`config.mk`:
```
export PLATFORM = sky130hd
export DESIGN_NAME = rxq_hunt_purge_ctl
export DESIGN_NICKNAME = d
export VERILOG_FILES = /design/src/rtl/rxq_pkg.sv /design/src/rtl/rxq_cmd_dec.sv /design/src/rtl/rxq_sync_fifo.sv /design/src/rtl/rxq_hunt_purge_ctl.sv
export SDC_FILE = /design/constraint.sdc
export NUM_CORES = 1
export LEC_CHECK = 0
export BUFFER_PORTS_ARGS = -buffer_cell sky130_fd_sc_hd__clkbuf_2
export CORE_MARGIN = 1.5
export CORE_UTILIZATION = 65
export CTS_BUF_LIST = sky130_fd_sc_hd__clkbuf_8
export CTS_CLUSTER_DIAMETER = 50
export DETAILED_ROUTE_END_ITERATION = 10
export PLACE_DENSITY = 0.84
export SLEW_MARGIN = 40
export SYNTH_ARGS = -nofsm -noshare
export SYNTH_HDL_FRONTEND = slang
export SYNTH_SLANG_ARGS = --single-unit
```
`constraint.sdc`:
```
create_clock -name clk -period 7.5 [get_ports clk]
set_input_delay 1.5 -clock clk [delete_from_list [all_inputs] [get_ports clk]]
set_output_delay 1.5 -clock clk [all_outputs]
set_load 0.005 [all_outputs]
```
`src/rtl/rxq_pkg.sv`:
```
package rxq_pkg;
    typedef enum logic [1:0] {
        ST_HUNT,
        ST_RECV,
        ST_ABT_WAIT
    } rx_state_e;

    localparam logic [4:0] CMD_HUNT       = 5'b00011;
    localparam logic [4:0] CMD_PURGE_RX   = 5'b01001;
    localparam logic [4:0] CMD_PURGE_TX   = 5'b01010;
    localparam logic [4:0] CMD_PURGE_RXTX = 5'b01011;
    localparam logic [4:0] CMD_PURGE_ALL  = 5'b11001;
endpackage

```
`src/rtl/rxq_cmd_dec.sv`:
```
module rxq_cmd_dec
    import rxq_pkg::*;
(
    input  logic       cmd_vld,
    input  logic [4:0] cmd_code,
    output logic       hunt_cmd,
    output logic       purge_rx,
    output logic       purge_all
);
    logic fifo_family;

    always_comb begin
        // purge-FIFO family: bits 4:2 = 010, bit0 selects receive side
        fifo_family = (cmd_code[4:2] == 3'b010) && cmd_code[0];
        hunt_cmd    = cmd_vld && (cmd_code == CMD_HUNT);
        purge_all   = cmd_vld && (cmd_code == CMD_PURGE_ALL);
        purge_rx    = (cmd_vld && fifo_family) || purge_all;
    end
endmodule

```
`src/rtl/rxq_sync_fifo.sv`:
```
module rxq_sync_fifo #(
    parameter int W     = 8,
    parameter int DEPTH = 4
) (
    input  logic                     clk,
    input  logic                     rst_n,
    input  logic                     clr,
    input  logic                     push,
    input  logic [W-1:0]             din,
    input  logic                     pop,
    output logic [W-1:0]             dout,
    output logic                     empty,
    output logic                     full,
    output logic [$clog2(DEPTH):0]   level
);
    localparam int AW = $clog2(DEPTH);

    logic [W-1:0]  mem [DEPTH];
    logic [AW-1:0] wr_ptr, rd_ptr;
    logic          do_push, do_pop;

    assign empty   = (level == '0);
    assign full    = (level == (AW+1)'(DEPTH));
    assign do_push = push && !full && !clr;
    assign do_pop  = pop && !empty && !clr;
    assign dout    = mem[rd_ptr];

    always_ff @(posedge clk or negedge rst_n) begin
        if (!rst_n) begin
            wr_ptr <= '0;
            rd_ptr <= '0;
            level  <= '0;
        end else if (clr) begin
            wr_ptr <= '0;
            rd_ptr <= '0;
            level  <= '0;
        end else begin
            if (do_push) wr_ptr <= wr_ptr + 1'b1;
            if (do_pop)  rd_ptr <= rd_ptr + 1'b1;
            if (do_push && !do_pop)      level <= level + 1'b1;
            else if (do_pop && !do_push) level <= level - 1'b1;
        end
    end

    always_ff @(posedge clk) begin
        if (do_push) mem[wr_ptr] <= din;
    end
endmodule

```
`src/rtl/rxq_hunt_purge_ctl.sv`:
```
module rxq_hunt_purge_ctl
    import rxq_pkg::*;
#(
    parameter int DATA_W   = 8,
    parameter int RX_DEPTH = 32,
    parameter int CF_DEPTH = 4,
    parameter int CNT_W    = 16
) (
    input  logic                        clk,
    input  logic                        rst_n,
    input  logic                        sync_det,
    input  logic                        char_vld,
    input  logic [DATA_W-1:0]           char_data,
    input  logic                        char_eof,
    input  logic                        char_abort,
    input  logic                        cmd_vld,
    input  logic [4:0]                  cmd_code,
    input  logic [CNT_W-1:0]            cnt_limit,
    input  logic                        rx_pop,
    output logic [DATA_W:0]             rx_dout,
    output logic                        rx_empty,
    output logic [$clog2(RX_DEPTH):0]   rx_level,
    input  logic                        cnt_pop,
    output logic [CNT_W-1:0]            cnt_dout,
    output logic                        cnt_empty,
    output logic [$clog2(CF_DEPTH):0]   cnt_level,
    output logic [CNT_W-1:0]            char_cnt,
    output logic                        hunt,
    output logic                        abort_flag,
    output logic                        cnt_ovf,
    output logic                        asm_flush
);
    localparam int ENT_W = DATA_W + 1;

    rx_state_e           state, state_nx;
    logic                hunt_cmd, purge_rx, purge_all;
    logic                hold_v;
    logic [ENT_W-1:0]    hold_q;
    logic                rx_full, cnt_full;
    logic                xfer, cap, cnt_push;
    logic [CNT_W-1:0]    cnt_dec;

    rxq_cmd_dec u_dec (
        .cmd_vld   (cmd_vld),
        .cmd_code  (cmd_code),
        .hunt_cmd  (hunt_cmd),
        .purge_rx  (purge_rx),
        .purge_all (purge_all)
    );

    // holding-register movement; a purge overrides both directions
    assign xfer     = hold_v && !rx_full && !purge_rx;
    assign cap      = char_vld && (state == ST_RECV) && !purge_rx && (!hold_v || xfer);
    assign cnt_push = xfer && hold_q[DATA_W];
    assign cnt_dec  = (char_cnt == '0) ? '0 : char_cnt - 1'b1;

    // next-state logic
    always_comb begin
        state_nx = state;
        unique case (state)
            ST_HUNT:     if (sync_det)   state_nx = ST_RECV;
            ST_RECV:     if (char_abort) state_nx = ST_ABT_WAIT;
            ST_ABT_WAIT: if (!hold_v)    state_nx = ST_HUNT;
            default:                     state_nx = ST_HUNT;
        endcase
        if (hunt_cmd) state_nx = ST_HUNT;
    end

    // state register
    always_ff @(posedge clk or negedge rst_n) begin
        if (!rst_n) state <= ST_HUNT;
        else        state <= state_nx;
    end

    // registered outputs driven by the state machine
    always_ff @(posedge clk or negedge rst_n) begin
        if (!rst_n) begin
            asm_flush  <= 1'b0;
            abort_flag <= 1'b0;
        end else begin
            asm_flush <= hunt_cmd;
            if (hunt_cmd)
                abort_flag <= 1'b0;
            else if (state == ST_ABT_WAIT && !hold_v)
                abort_flag <= 1'b1;
        end
    end

    assign hunt = (state == ST_HUNT);

    // holding register, character counter, overflow flag
    always_ff @(posedge clk or negedge rst_n) begin
        if (!rst_n) begin
            hold_v   <= 1'b0;
            hold_q   <= '0;
            char_cnt <= '0;
            cnt_ovf  <= 1'b0;
        end else begin
            if (purge_rx)  hold_v <= 1'b0;
            else if (cap)  hold_v <= 1'b1;
            else if (xfer) hold_v <= 1'b0;
            if (cap) hold_q <= {char_eof, char_data};

            if (purge_rx)  char_cnt <= cnt_limit;
            else if (xfer) char_cnt <= hold_q[DATA_W] ? cnt_limit : cnt_dec;

            if (purge_all)                cnt_ovf <= 1'b0;
            else if (cnt_push && cnt_full) cnt_ovf <= 1'b1;
        end
    end

    rxq_sync_fifo #(.W(ENT_W), .DEPTH(RX_DEPTH)) u_rx_fifo (
        .clk   (clk),
        .rst_n (rst_n),
        .clr   (purge_rx),
        .push  (xfer),
        .din   (hold_q),
        .pop   (rx_pop),
        .dout  (rx_dout),
        .empty (rx_empty),
        .full  (rx_full),
        .level (rx_level)
    );

    rxq_sync_fifo #(.W(CNT_W), .DEPTH(CF_DEPTH)) u_cnt_fifo (
        .clk   (clk),
        .rst_n (rst_n),
        .clr   (purge_all),
        .push  (cnt_push),
        .din   (cnt_dec),
        .pop   (cnt_pop),
        .dout  (cnt_dout),
        .empty (cnt_empty),
        .full  (cnt_full),
        .level (cnt_level)
    );
endmodule


```
== Yosys cells after proc, flatten, opt, wreduce, memory -nomap -nowiden ==
Memories as Yosys holds them, arrays and structs flattened.
Cells that the tools add are included.
W data, S select, Z words.

* Bits in registers: 54
* Memory bits (writable): 352
* Bits of input ports: 38
* Output and inout port bits: 56
* Word-level logic and storage cells: 120
* Memories: 2

* Add/subtract/negate cells: 9
* Equal/unequal tests: 10
* Muxes and demuxes: 34
* Reduce and logical (&&, ||, !) cells: 52

{| class="wikitable"
|+ Memory list
! name !! words !! bits a word !! read ports !! clocked after Yosys merged registers in !! write ports !! line !! text
|-
| u_rx_fifo.mem || 32 || 9 || 1 || 0 || 1 || rxq_sync_fifo.sv:18 || <nowiki>logic [W-1:0] mem [DEPTH];</nowiki>
|-
| u_cnt_fifo.mem || 4 || 16 || 1 || 0 || 1 || rxq_sync_fifo.sv:18 ||
|}

{| class="wikitable"
|+ Operators with widths
! operator !! number
|-
| $mux W16 || 4
|-
| $logic_and A1 B1 Y1 || 24
|-
| $mux W5 || 4
|-
| $mux W6 || 3
|-
| $logic_not A16 Y1 || 1
|-
| $mux W2 || 8
|-
| $sub A16 B1 Y16 const B || 1
|-
| $reduce_bool A2 Y1 || 7
|-
| $logic_not A1 Y1 || 11
|-
| $mux W1 || 11
|-
| $add A5 B1 Y5 const B || 2
|-
| $mux W3 || 3
|-
| $reduce_bool A3 Y1 || 3
|-
| $add A6 B1 Y6 const B || 1
|-
| $eq A6 B6 Y1 const B || 1
|-
| $logic_not A6 Y1 || 1
|-
| $ne A3 B3 Y1 const B || 2
|-
| $pmux W2 S3 || 1
|-
| $sub A6 B1 Y6 const B || 1
|-
| $eq A5 B2 Y1 const B || 1
|-
| $eq A5 B5 Y1 const B || 1
|-
| $add A2 B1 Y2 const B || 2
|-
| $add A3 B1 Y3 const B || 1
|-
| $eq A3 B2 Y1 const B || 1
|-
| 9 further kinds || 10
|}

== Longest topological paths before layout ==
* Word-level depth: 14
* Depth in mapped cells: 11
* Depth with buffers taken out: 10

== Cells and area by module ==
Synthesis repeated with hierarchy kept, for this count alone.

* Cell total of the unflattened synthesis: 1070
* Area total of the unflattened synthesis: 17309.1 µm²

{| class="wikitable"
|+ By module, submodules not included
! module !! times used !! cells an instance !! area an instance (µm²) !! sequential area each (µm²)
|-
| rxq_sync_fifo at u_rx_fifo || 1 || 719 || 12459.4 || 9048.7
|-
| rxq_sync_fifo at u_cnt_fifo || 1 || 145 || 2871.5 || 2097.0
|-
| rxq_hunt_purge_ctl || 1 || 201 || 1923.1 || 775.7
|-
| rxq_cmd_dec || 1 || 5 || 55.1 || 0.0
|}

== Worst setup path before layout ==
OpenSTA, ideal clock, no wires.

* Path kind: input port to flip-flop
* Start: in cmd_code[2]
* End: reg u_rx_fifo.level[5]
* Library setup time: 72 ps
* Arrival time: 3745 ps
* Required time: 7428 ps
* Slack: 3683 ps
* Cell stages on the path: 10
* Path buffers: 1
* Cell sequence: nand4b_1 -> nor2_1 -> clkbuf_1 -> or3_1 -> ha_1 -> a211oi_1 -> o21bai_1 -> a21oi_1 -> mux4_2 -> nor2_1

* Cells in the longest elaborated chain, start to end: 11
* Elaborated cells on any way between the ends: 18
* Those cells by class: eq/ne: 2; mux: 2; reduce/logical: 14

{| class="wikitable"
|+ RTL lines
! element !! line !! text
|-
| from (decl) || rxq_hunt_purge_ctl.sv:17 || <nowiki>input logic [4:0] cmd_code,</nowiki>
|-
| $eq A3 B2 Y1 || rxq_cmd_dec.sv:14 || <nowiki>fifo_family = (cmd_code[4:2] == 3'b010) && cmd_code[0];</nowiki>
|-
| $logic_and A1 B1 Y1 || rxq_cmd_dec.sv:14 ||
|-
| $logic_and A1 B1 Y1 || rxq_cmd_dec.sv:17 || <nowiki>purge_rx = (cmd_vld && fifo_family) || purge_all;</nowiki>
|-
| $logic_or A1 B1 Y1 * || rxq_cmd_dec.sv:17 ||
|-
| $logic_not A1 Y1 || rxq_sync_fifo.sv:24, rxq_sync_fifo.sv:25, rxq_hunt_purge_ctl.sv:52 ||
|-
| $logic_and A1 B1 Y1 || rxq_hunt_purge_ctl.sv:52 || <nowiki>assign xfer = hold_v && !rx_full && !purge_rx;</nowiki>
|-
| $logic_and A1 B1 Y1 (2 in a row) || rxq_sync_fifo.sv:24 || <nowiki>assign do_push = push && !full && !clr;</nowiki>
|-
| $logic_and A1 B1 Y1 / $logic_not A1 Y1 (equally long branches) || rxq_sync_fifo.sv:40, rxq_sync_fifo.sv:41 ||
|-
| $mux W6 / $logic_and A1 B1 Y1 (equally long branches) || rxq_sync_fifo.sv:40, rxq_sync_fifo.sv:41 ||
|-
| $mux W6 / $reduce_bool A3 Y1 (equally long branches) || - ||
|-
| to (signal assigned) || rxq_sync_fifo.sv:40 || <nowiki>if (do_push && !do_pop) level <= level + 1'b1;</nowiki>
|-
| to (signal assigned) || rxq_sync_fifo.sv:41 || <nowiki>else if (do_pop && !do_push) level <= level - 1'b1;</nowiki>
|-
| to (decl) || rxq_sync_fifo.sv:14 || <nowiki>output logic [$clog2(DEPTH):0] level</nowiki>
|}

Mark *: on every way between the ends. The rest lies on a longest branch, timed or not.
A chain may end at the register's enable or synchronous reset.

== Final worst setup path ==
* Start: reg u_rx_fifo.rd_ptr[0]
* End: out rx_dout[4]

* Cells in the longest elaborated chain, start to end: 1

{| class="wikitable"
|+ RTL lines
! element !! line !! text
|-
| from (decl) || rxq_sync_fifo.sv:19 || <nowiki>logic [AW-1:0] wr_ptr, rd_ptr;</nowiki>
|-
| from (signal assigned) || rxq_sync_fifo.sv:39 || <nowiki>if (do_pop) rd_ptr <= rd_ptr + 1'b1;</nowiki>
|-
| $mem_v2 Z32 W9 || - ||
|-
| to (decl) || rxq_hunt_purge_ctl.sv:20 || <nowiki>output logic [DATA_W:0] rx_dout,</nowiki>
|}

Every way passes these cells.

==> insert_results.sql <==
INSERT INTO impl_metrics (metric_group, metric, value, unit) VALUES
('sta', 'fin_setup_tns', '0', 'ns'),
('power_and_ir_drop', 'sw_frac_of_total', '33.1', '%'),
('grt', 'grt_pass1_wl', '56.2', 'mm'),
('setup_path', 'cp_top_family', 'buffers and inverters', ''),
('floorplan', 'core', '25300', 'um2'),
('setup_path', 'timing.critical_path.buf_inv', '3', ''),
('synth', 'syn-mean-instance-area', '18.0', 'um2'),
('cells_and_area', 'layout.core_utilization', '74.3', '%'),
('route', 'number_of_vias_per_cell_after_detailed_routing', '6.63', ''),
('sta', 'worst_clock_skew', '0.0400', 'ns'),
('setup_path', 'timing.critical_path.fanout_max', '38', ''),
('setup_path', 'worst-r2r-setup-slack', '3.89', 'ns'),
('clock_network', 'clkTransAtPathRegs', '0.06', 'ns'),
('cells_and_area', 'finish.net_count', '1106', ''),
('sta', 'max_slew_margin', '46.7', '%'),
('grt', 'grt_usage', '28.9', '%'),
('route', 'wl', '36.9', 'mm'),
('clock_network', 'number_of_buffers_inserted_during_clock_tree_synthesis', '60', ''),
('power_and_ir_drop', 'power_density', '380', 'nW/um2'),
('cells_and_area', 'flow.area_growth_from_synthesis', '12.1', '%'),
('clock_network', 'clock_tree_from_tritoncts', 'done', ''),
('synth', 'synthFlopType', 'sky130_fd_sc_hd__edfxtp_1', ''),
('grt', 'grt_max_degree', '55', ''),
('synth', 'yosys.cell_types.count', '61', ''),
('sta', 'maxClockFrequency', '0.197', 'GHz'),
('synth', 'number_of_flops_mapped_to_enable_cells_by_yosys', '352', ''),
('power_and_ir_drop', 'power.combinational.fraction', '28.3', '%'),
('synth', 'synth.top_cells.by_count', 'sky130_fd_sc_hd__edfxtp_1 (352), sky130_fd_sc_hd__mux4_2 (90), sky130_fd_sc_hd__nor2_1 (85)', ''),
('sta', 'post-route-min-period', '5.08', 'ns'),
('grt', 'busiest_layer_in_global_routing', 'met2', ''),
('clock_network', 'clk_latency', '0.61', 'ns'),
('floorplan', 'chipWidth', '163', 'um'),
('sta', 'layout_worst_path_cycle_share', '67.7', '%'),
('cells_and_area', 'num_antenna_cells', '0', ''),
('placed_design', 'dp_slack', '2.89', 'ns'),
('synth', 'synth_top_cell_area_share', '63.1', '%'),
('synth', 'synth_largest_area_cell', 'sky130_fd_sc_hd__edfxtp_1', ''),
('placed_design', 'detailedPlacementHpwl', '22.5', 'mm'),
('power_and_ir_drop', 'clock_power_share', '23.5', '%'),
('setup_path', 'cp_cell_sequence', 'buf_12, buf_4, mux4_2, mux2_2, a221o_1, clkbuf_2', ''),
('power_and_ir_drop', 'fin_total_pwr', '7.13', 'mW'),
('setup_path', 'cpMaxStageDelayCell', 'sky130_fd_sc_hd__dfrtp_4', ''),
('hold_path', 'hold_path_class', 'register to register', ''),
('clock_network', 'cts-root-buf', 'sky130_fd_sc_hd__clkbuf_8', ''),
('power_and_ir_drop', 'power_switching', '2.36', 'mW'),
('power_and_ir_drop', 'cell_internal_pwr', '4.77', 'mW'),
('clock_network', 'cts.sink_count', '406', ''),
('grt', 'grt_pass1_vias', '9584', ''),
('grt', 'globalRoute.totalOverflow', '0', ''),
('grt', 'antenna_violations_before_repair', '0', ''),
('sta', 'rsz0062_at_grt', 'no', ''),
('grt', 'grt_use_met2', '47.0', '%'),
('sta', 'pins_over_their_slew_limit', '0', ''),
('synth', 'synth.top_cells.by_area', 'sky130_fd_sc_hd__edfxtp_1 (63%), sky130_fd_sc_hd__mux4_2 (12%), sky130_fd_sc_hd__dfrtp_1 (8.1%), sky130_fd_sc_hd__mux2_2 (2.0%), sky130_fd_sc_hd__nor2_1 (1.9%)', ''),
('setup_path', 'start_kind', 'register', ''),
('synth', 'synthArstFlopShare', '13.3', '%'),
('synth', 'synthCells', '931', ''),
('route', 'routed_wire_length_per_instance', '25.7', 'um'),
('synth', 'ys_seq_area_share', '71.2', '%'),
('floorplan', 'std_cell_rows', '58', ''),
('setup_path', 'criticalPathCategory', 'register to primary output', ''),
('placed_design', 'gpl.final_weighted_congestion', '0.902', ''),
('floorplan', 'io-pin-count', '94', ''),
('clock_network', 'cts_setup_buffers', '0', ''),
('clock_network', 'cts-root-to-sink-buffers', '3', ''),
('synth', 'ys_warn_count', '0', ''),
('route', 'initialDrtViolationCount', '1057', ''),
('clock_network', 'cts-resized-gates', '0', ''),
('outcome', 'status', 'completed', ''),
('route', 'detailedRoute.firstPassIterationCount', '8', ''),
('clock_network', 'h-tree-depth', '2', '');
per-stage QoR:
step / cells / hold WS, ns
after floorplan: 931 / 0.471
after CTS: 1433 / 0.510
after detailed placement: 1319 / 0.494
after global placement: 1319 / 0.490
after global routing: 1434 / 0.538
final: 1434 / 0.507
layout by cell type (no fill, tap or decap), drive strengths merged, types with 3 or more instances in the layout:
cell type	instances
a21oi	23
edfxtp	352
nand3b	5
nand2	29
or2	5
nand3	5
nor2	86
dfrtp	54
xor2	7
nor2b	5
o2bb2ai	4
buf	9
xnor2	12
clkbuf	155
clkinv	26
or3	6
nor4	3
ha	14
a211oi	3
mux4	90
mux2	29
o21ai	15
inv	44
a22oi	4
mux2i	25
o31ai	3
a221o	9
o22ai	15
nor3	13
nand4	9
nand2b	4
and2	7
layer usage:
layer / vias to the layer above / routed length [um]
met2: 564 / 18500
met1: 4900 / 14000
met5: - / 0
met4: 0 / 854
li1: 3973 / -
met3: 72 / 3510
final cells by class:
type	count	area [um2]
sequential	406	11900
fill	1417	6480
multi-input combinational	461	4660
clock buffer	62	853
timing repair buffer	102	546
tap	330	413
clock inverter	52	283
inverter	21	78.8
kinds of logic after synthesis:
group,share of synthesized area [%]
mux,15.6
flops,71.2
xor+xnor,1.04
buf+inv,1.58
simple gates,5.51
compound gates,3.80
fa+ha+maj,1.29
worst reg2reg max path: cells and delay by family, from the launching register on:
family                   cells  cell delay [ns]
AO/OA/AOI/OAI                4             1.06
flip-flops                   1             0.46
adder cells (fa/ha/maj)      1             0.33
multiplexers                 1             0.53
AND/OR/NAND/NOR              3             1.17
state kept, by name (all words and copies together), names as in the netlist:
name,count
abort_flag,1
asm_flush,1
char_cnt,16
cnt_ovf,1
hold_q,9
hold_v,1
state,2
u_cnt_fifo.level,3
u_cnt_fifo.mem,64
u_cnt_fifo.rd_ptr,2
u_cnt_fifo.wr_ptr,2
u_rx_fifo.level,6
u_rx_fifo.mem,288
u_rx_fifo.rd_ptr,5
u_rx_fifo.wr_ptr,5
power by group through the flow:
stage                     Clock (mW)  Combinational (mW)  Sequential [mW]
after CTS                       1.68                1.97             3.47
after floorplan                    0                1.47             3.23
final                           1.67                2.02             3.44
after global routing            1.79                2.18             3.49
after global placement             0                1.86             3.48
after detailed placement           0                1.94             3.51
final timing paths:
| kind | startpoint | endpoint | cells past startpoint |
|---|---|---|---|
| setup / recovery | u_rx_fifo.rd_ptr[0]$_DFFE_PN0P_ | rx_dout[4] | 6 |
| setup reg to reg | u_rx_fifo.level[0]$_DFFE_PN0P_ | u_rx_fifo.level[5]$_DFFE_PN0P_ | 9 |
| max in group asynchronous | rst_n | u_rx_fifo.rd_ptr[0]$_DFFE_PN0P_ | 2 |
| hold / removal | abort_flag$_DFFE_PN0P_ | abort_flag$_DFFE_PN0P_ | 2 |
| hold reg to reg | abort_flag$_DFFE_PN0P_ | abort_flag$_DFFE_PN0P_ | 2 |
| min in group asynchronous | rst_n | char_cnt[0]$_DFFE_PN0P_ | 2 |
Note: power is estimated with default switching activity, not from simulation.
